==> config.mk <==
export PLATFORM = sky130hd
export DESIGN_NAME = sds_sampler
export DESIGN_NICKNAME = d
export VERILOG_FILES = /design/src/rtl/sds_pkg.sv /design/src/rtl/sds_sync.sv /design/src/rtl/sds_edge.sv /design/src/rtl/sds_alt.sv /design/src/rtl/sds_manch.sv /design/src/rtl/sds_sampler.sv
export SDC_FILE = /design/constraint.sdc
export NUM_CORES = 1
export LEC_CHECK = 0
export BUFFER_PORTS_ARGS = -buffer_cell sky130_fd_sc_hd__buf_2
export CORE_UTILIZATION = 41
export CTS_CLUSTER_SIZE = 30
export DETAILED_ROUTE_END_ITERATION = 10
export GPL_ROUTABILITY_DRIVEN = 1
export HOLD_SLACK_MARGIN = 0.12
export PLACE_DENSITY = 0.7
export SYNTH_ARGS = -nofsm -noshare
export SYNTH_HDL_FRONTEND = slang
export SYNTH_SLANG_ARGS = --single-unit
==> constraint.sdc <==
create_clock -name clk_i -period 0.8 [get_ports clk_i]
set_input_delay 0.16 -clock clk_i [delete_from_list [all_inputs] [get_ports clk_i]]
set_output_delay 0.16 -clock clk_i [all_outputs]
set_load 0.01 [all_outputs]
==> src/rtl/sds_pkg.sv <==
package sds_pkg;
  localparam logic [2:0] SM_RISE  = 3'd0;
  localparam logic [2:0] SM_BOTH  = 3'd1;
  localparam logic [2:0] SM_MANCH = 3'd2;
  localparam logic [2:0] SM_FALL  = 3'd3;
  localparam logic [2:0] SM_RISE2 = 3'd4;
  localparam logic [2:0] SM_FALL2 = 3'd5;

  typedef struct packed {
    logic rise;
    logic fall;
  } edge_t;
endpackage

==> src/rtl/sds_sync.sv <==
module sds_sync #(
  parameter int STAGES = 2
) (
  input  logic clk_i,
  input  logic rst_ni,
  input  logic raw_i,
  input  logic bypass_i,
  output logic lvl_o
);
  logic [STAGES-1:0] sh_q, sh_d;

  always_comb begin
    sh_d = {sh_q[STAGES-2:0], raw_i};
  end

  always_ff @(posedge clk_i or negedge rst_ni) begin
    if (!rst_ni) sh_q <= '0;
    else         sh_q <= sh_d;
  end

  assign lvl_o = bypass_i ? raw_i : sh_q[STAGES-1];
endmodule

==> src/rtl/sds_edge.sv <==
module sds_edge
  import sds_pkg::*;
(
  input  logic  clk_i,
  input  logic  rst_ni,
  input  logic  lvl_i,
  output edge_t ev_o
);
  logic prev_q;

  always_ff @(posedge clk_i or negedge rst_ni) begin
    if (!rst_ni) prev_q <= 1'b0;
    else         prev_q <= lvl_i;
  end

  always_comb begin
    ev_o.rise = lvl_i & ~prev_q;
    ev_o.fall = ~lvl_i & prev_q;
  end
endmodule

==> src/rtl/sds_alt.sv <==
module sds_alt (
  input  logic clk_i,
  input  logic rst_ni,
  input  logic clr_i,
  input  logic ev_i,
  output logic fire_o
);
  logic tog_q, tog_d;

  always_comb begin
    tog_d = tog_q;
    if (clr_i)     tog_d = 1'b0;
    else if (ev_i) tog_d = ~tog_q;
  end

  always_ff @(posedge clk_i or negedge rst_ni) begin
    if (!rst_ni) tog_q <= 1'b0;
    else         tog_q <= tog_d;
  end

  assign fire_o = ev_i & tog_q & ~clr_i;

  // after a clear the next edge is never a capture
  p_skip_first_r4: assert property (@(posedge clk_i) disable iff (!rst_ni)
    clr_i |=> !fire_o);
endmodule

==> src/rtl/sds_manch.sv <==
module sds_manch
  import sds_pkg::*;
#(
  parameter int GAP_W = 8
) (
  input  logic             clk_i,
  input  logic             rst_ni,
  input  logic             en_i,
  input  edge_t            ev_i,
  input  logic [GAP_W-1:0] min_gap_i,
  output logic             fire_o,
  output logic             bit_o
);
  localparam logic [GAP_W-1:0] TMAX = '1;

  logic [GAP_W-1:0] tmr_q, tmr_d;
  logic             accept;

  assign accept = en_i & (ev_i.rise | ev_i.fall) & (tmr_q >= min_gap_i);

  always_comb begin
    tmr_d = tmr_q;
    if (!en_i)             tmr_d = TMAX;
    else if (accept)       tmr_d = '0;
    else if (tmr_q != TMAX) tmr_d = tmr_q + 1'b1;
  end

  always_ff @(posedge clk_i or negedge rst_ni) begin
    if (!rst_ni) tmr_q <= TMAX;
    else         tmr_q <= tmr_d;
  end

  assign fire_o = accept;
  assign bit_o  = ev_i.rise;

  // an accepted transition blocks another one in the following cycle
  p_gap_r5: assert property (@(posedge clk_i) disable iff (!rst_ni)
    (fire_o && min_gap_i >= 2 && en_i) |=> (!fire_o || !$stable(min_gap_i)));
endmodule

==> src/rtl/sds_sampler.sv <==
module sds_sampler
  import sds_pkg::*;
#(
  parameter int SYNC_STAGES = 2,
  parameter int RST_STAGES  = 2,
  parameter int GAP_W       = 8
) (
  input  logic             clk_i,
  input  logic             rst_ni,
  input  logic             en_i,
  input  logic [2:0]       mode_i,
  input  logic             clk_byp_i,
  input  logic             dat_byp_i,
  input  logic [GAP_W-1:0] min_gap_i,
  input  logic             mclk_i,
  input  logic             mdat_i,
  output logic             bit_o,
  output logic             valid_o
);
  // reset: asserted at once, released after RST_STAGES clocks
  logic [RST_STAGES-1:0] rs_q;
  logic                  rst_n;

  always_ff @(posedge clk_i or negedge rst_ni) begin
    if (!rst_ni) rs_q <= '0;
    else         rs_q <= {rs_q[RST_STAGES-2:0], 1'b1};
  end
  assign rst_n = rs_q[RST_STAGES-1];

  logic  clk_s, dat_s;
  edge_t clk_ev, dat_ev;
  logic  rise2, fall2, m_fire, m_bit;
  logic  fire_c, bit_c;
  logic  valid_q, valid_d, bit_q, bit_d;

  sds_sync #(.STAGES(SYNC_STAGES)) u_sync_clk (
    .clk_i(clk_i), .rst_ni(rst_n), .raw_i(mclk_i), .bypass_i(clk_byp_i), .lvl_o(clk_s));
  sds_sync #(.STAGES(SYNC_STAGES)) u_sync_dat (
    .clk_i(clk_i), .rst_ni(rst_n), .raw_i(mdat_i), .bypass_i(dat_byp_i), .lvl_o(dat_s));

  sds_edge u_edge_clk (.clk_i(clk_i), .rst_ni(rst_n), .lvl_i(clk_s), .ev_o(clk_ev));
  sds_edge u_edge_dat (.clk_i(clk_i), .rst_ni(rst_n), .lvl_i(dat_s), .ev_o(dat_ev));

  sds_alt u_alt_rise (.clk_i(clk_i), .rst_ni(rst_n), .clr_i(~en_i),
                      .ev_i(clk_ev.rise), .fire_o(rise2));
  sds_alt u_alt_fall (.clk_i(clk_i), .rst_ni(rst_n), .clr_i(~en_i),
                      .ev_i(clk_ev.fall), .fire_o(fall2));

  sds_manch #(.GAP_W(GAP_W)) u_manch (
    .clk_i(clk_i), .rst_ni(rst_n), .en_i(en_i), .ev_i(dat_ev),
    .min_gap_i(min_gap_i), .fire_o(m_fire), .bit_o(m_bit));

  always_comb begin
    unique case (mode_i)
      SM_RISE:  fire_c = clk_ev.rise;
      SM_BOTH:  fire_c = clk_ev.rise | clk_ev.fall;
      SM_MANCH: fire_c = m_fire;
      SM_FALL:  fire_c = clk_ev.fall;
      SM_RISE2: fire_c = rise2;
      SM_FALL2: fire_c = fall2;
      default:  fire_c = 1'b0;
    endcase
    bit_c   = (mode_i == SM_MANCH) ? m_bit : dat_s;
    valid_d = en_i & fire_c;
    bit_d   = valid_d ? bit_c : bit_q;
  end

  always_ff @(posedge clk_i or negedge rst_n) begin
    if (!rst_n) begin
      valid_q <= 1'b0;
      bit_q   <= 1'b0;
    end else begin
      valid_q <= valid_d;
      bit_q   <= bit_d;
    end
  end

  assign valid_o = valid_q;
  assign bit_o   = bit_q;

  // one-cycle strobe, given line edges at least two cycles apart
  p_valid_single_r9: assert property (@(posedge clk_i) disable iff (!rst_n)
    valid_q |=> !valid_q);
  // reserved codes stay silent
  p_reserved_quiet_r7: assert property (@(posedge clk_i) disable iff (!rst_n)
    (mode_i[2:1] == 2'b11) |=> !valid_q);
  // disabled channel stays silent
  p_disabled_quiet_r8: assert property (@(posedge clk_i) disable iff (!rst_n)
    !en_i |=> !valid_q);
  // a rising clock edge in mode 0 yields a strobe with the data level
  p_mode0_capture_r1: assert property (@(posedge clk_i) disable iff (!rst_n)
    (en_i && mode_i == SM_RISE && clk_ev.rise) |=> (valid_q && bit_q == $past(dat_s)));
endmodule

==> results.sh <==
export IMPL_yosys_warnings=0
export IMPL_grt_pass1_wl_mm=4.26
export IMPL_vias=988
export IMPL_muxShareOfSynthArea_pct=6.86
export IMPL_clk_pin_slew_ns=0.12
export IMPL_synth_compound_area_share_pct=10.2
export IMPL_internal_power_mw=2.97
export IMPL_synth_edff_count=0
export IMPL_tns_ns=-11.57
export IMPL_cts_buffers=3
export IMPL_rsz0062_at_grt="yes"
export IMPL_setup_violations=16
export IMPL_chipWidth_um=54.5
export IMPL_setup_slack_ns=-1.16
export IMPL_critPathRequiredTime_ns=1.00
export IMPL_fmax_mhz=511
export IMPL_status="finished with violations"
export IMPL_finClkSkew_ns=0.00440
export IMPL_p_sw_mw=1.67
export IMPL_crit_arrival_ns=2.16
export IMPL_std_cell_rows=18
export IMPL_synthXorXnorAreaFrac_pct=4.65
export IMPL_post_route_drc_count=0
export IMPL_grt_max_degree=19
export IMPL_r2r_start="u_sync_clk.sh_q[1]"
export IMPL_die_h_um=54.5
export IMPL_async_flop_share_pct=100
export IMPL_dpl_hpwl_mm=1.87
export IMPL_drtPass1Iterations=4
export IMPL_total_leakage_power_nw=0.862
export IMPL_via_per_inst=5.07
export IMPL_area_delta_synth_final_pct=55.0
export IMPL_cp_end_kind="flop"
export IMPL_p_sw_share_pct=36.0
export IMPL_clockRootBuffer="clkbuf_4"
export IMPL_final_area_mm2=0.00175
export IMPL_start_util_pct=44.4
export IMPL_ant_nets=0
export IMPL_n_antenna_cell=0
export IMPL_worst_setup_path_type="flop to flop"
export IMPL_antenna_found_initial=0
export IMPL_h_tree_depth=1
export IMPL_ir_worst_vdd_uv=2090
export IMPL_hold_class="primary input to asynchronous set/reset pin"
export IMPL_hold_viol_final=0
export IMPL_synth_cell_type_count=36
export IMPL_wire_per_inst_um=14.4
export IMPL_path_max_fanout=2
export IMPL_syn_area_mm2=0.00113
export IMPL_avgSynthCellArea_um2=10.7
export IMPL_fin_util_pct=68.9
export IMPL_grt_pass1_vias=1003
export IMPL_ys_seq_area_share_pct=45.1
export IMPL_synthSimpleGateAreaFrac_pct=14.6
export IMPL_startpoint_type="flop"
export IMPL_post_place_ws_ns=-1.12
export IMPL_place_congestion=0.824
export IMPL_synth_nets=136
export IMPL_portBuffers=19
export IMPL_die_area_mm2=0.00297
export IMPL_tritoncts="built"
export IMPL_grt_remaining_overflow=0
export IMPL_fin_nets=196
export IMPL_core_mm2=0.00254
export IMPL_p_per_area_mw_per_mm2=2650
export IMPL_comb_power_share_pct=54.8
export IMPL_crit_start="u_sync_clk.sh_q[1]"
export IMPL_synth_seq_cells=20
export IMPL_slew_violations=0
export IMPL_grt_usage_pct=21.2
export IMPL_synth_top_family_by_area="simple AND/OR/NAND/NOR gates"
export IMPL_min_period_ns=1.96
export IMPL_synth_top_flop_cell="dfrtp_1"
export IMPL_pwr_share_clk_pct=11.0
export IMPL_synth_fa_ha_area_share_pct=13.3
export IMPL_drt_iter0_drc=4
export IMPL_place_area_mm2=0.00149
export IMPL_finalCritPeriodShare_pct=245
export IMPL_drv_cap=0
export IMPL_seq_power_share_pct=34.3
export IMPL_pin_count=20
export IMPL_clock_path_buffers=2
export IMPL_clk_latency_ns=0.30
export IMPL_violations="negative setup slack"
export IMPL_layout_drive_gt1_share_pct=53.9
export IMPL_routed_wl_mm=2.82
export IMPL_numClockSinks=20
export IMPL_synthCells=106
cell usage after synthesis (2+ instances only):
master,n,area share (%)
mux2_2,2,2.0
xnor2_1,2,1.5
a21oi_1,6,2.7
dfstp_2,8,19
xor2_1,4,3.1
o21ai_1,2,0.88
nand4_1,4,2.2
ha_1,12,13
mux2i_1,4,3.5
inv_1,14,4.6
nor3b_1,2,1.3
nand2_1,3,1.0
and2_1,2,1.1
nand2b_1,2,1.1
nand3_1,5,2.2
dfrtp_1,12,27
a31oi_1,3,1.7
kinds of logic (layout without fill, tap and decap cells):
logic type	after synthesis	in the layout
other	1	1
adder cells (fa/ha/maj)	12	12
flip-flops	20	20
AO/OA/AOI/OAI	18	18
multiplexers	7	7
XOR/XNOR	6	6
buffers and inverters	15	74
AND/OR/NAND/NOR	27	27
cell type report:
cell class	count	area (µm²)
fill	208	792
multi-input combinational	71	708
sequential	20	510
timing repair buffer	56	418
inverter	14	52.6
tap	30	37.5
clock buffer	4	26.3
power groups by stage:
stage | clock network (mW) | registers [mW] | logic (mW)
detailed placement | 0 | 1.61 | 2.20
CTS | 0.523 | 1.59 | 2.44
finish | 0.510 | 1.59 | 2.54
global route | 0.545 | 1.62 | 2.80
floorplan | 0 | 1.68 | 1.25
global placement | 0 | 1.60 | 2.09
metrics by stage:
step	instances	hold slack, ns	power [mW]
finish	195	0.150	4.64
global route	195	0.151	4.97
CTS	191	0.143	4.56
detailed placement	173	-0.0538	3.81
global placement	173	-0.0562	3.69
floorplan	106	-0.136	2.93
timing repair:
| action | in CTS | in global routing |
|---|---|---|
| gates resized for setup | 18 | 5 |
| endpoints found under the hold margin | 4 | 0 |
| hold buffers | 3 | 0 |
| setup endpoints to repair | 14 | 16 |
| buffers inserted | 11 | 4 |
| pin swaps | 8 | 3 |
final timing paths:
kind / endpoint / slack (ns) / depth (start not counted)
max in group asynchronous: u_manch.tmr_q[2] / 0.35 / 1
setup reg to reg: bit_o / -1.16 / 8
hold reg to reg: u_edge_clk.prev_q / 0.19 / 1
setup / recovery: bit_o / -1.16 / 8
hold / removal: rs_q[1] / 0.15 / 2
min in group clk_i: u_edge_dat.prev_q / 0.23 / 3
worst max-delay path, cell delays in order (launching register included):
cell and delay, ns:
dfrtp_1 0.40, mux2i_2 0.19, inv_1 0.11, ha_2 0.19, nor3b_4 0.15, a211o_1 0.28, o311ai_2 0.10, nand3_2 0.13
mux2_4 0.30
metal layers:
layer	GRT usage, %	vias up	share of wire, %
met2	37.6	22	52
met3	4.44	10	4.0
met1	24.2	466	41
li1	-	490	-
met5	0	-	0
met4	9.83	0	2.9
state kept, by name, summed over array words and instances (netlist names):
name	flops
u_alt_rise.tog_q	1
u_edge_clk.prev_q	1
u_sync_dat.sh_q	2
u_alt_fall.tog_q	1
bit_o	1
valid_o	1
u_manch.tmr_q	8
u_sync_clk.sh_q	2
rs_q	2
u_edge_dat.prev_q	1
layout by cell type, fill, tap and decap left out, types with 4 or more instances in the layout:
master   count
buf_4       24
buf_2       19
inv_1       14
dfrtp_1     12
buf_6       10
dfstp_2      8
ha_1         6
nand3_1      5
a21oi_2      5
ha_4         5
nand4_1      4
Note: power is estimated with default switching activity, not from simulation.
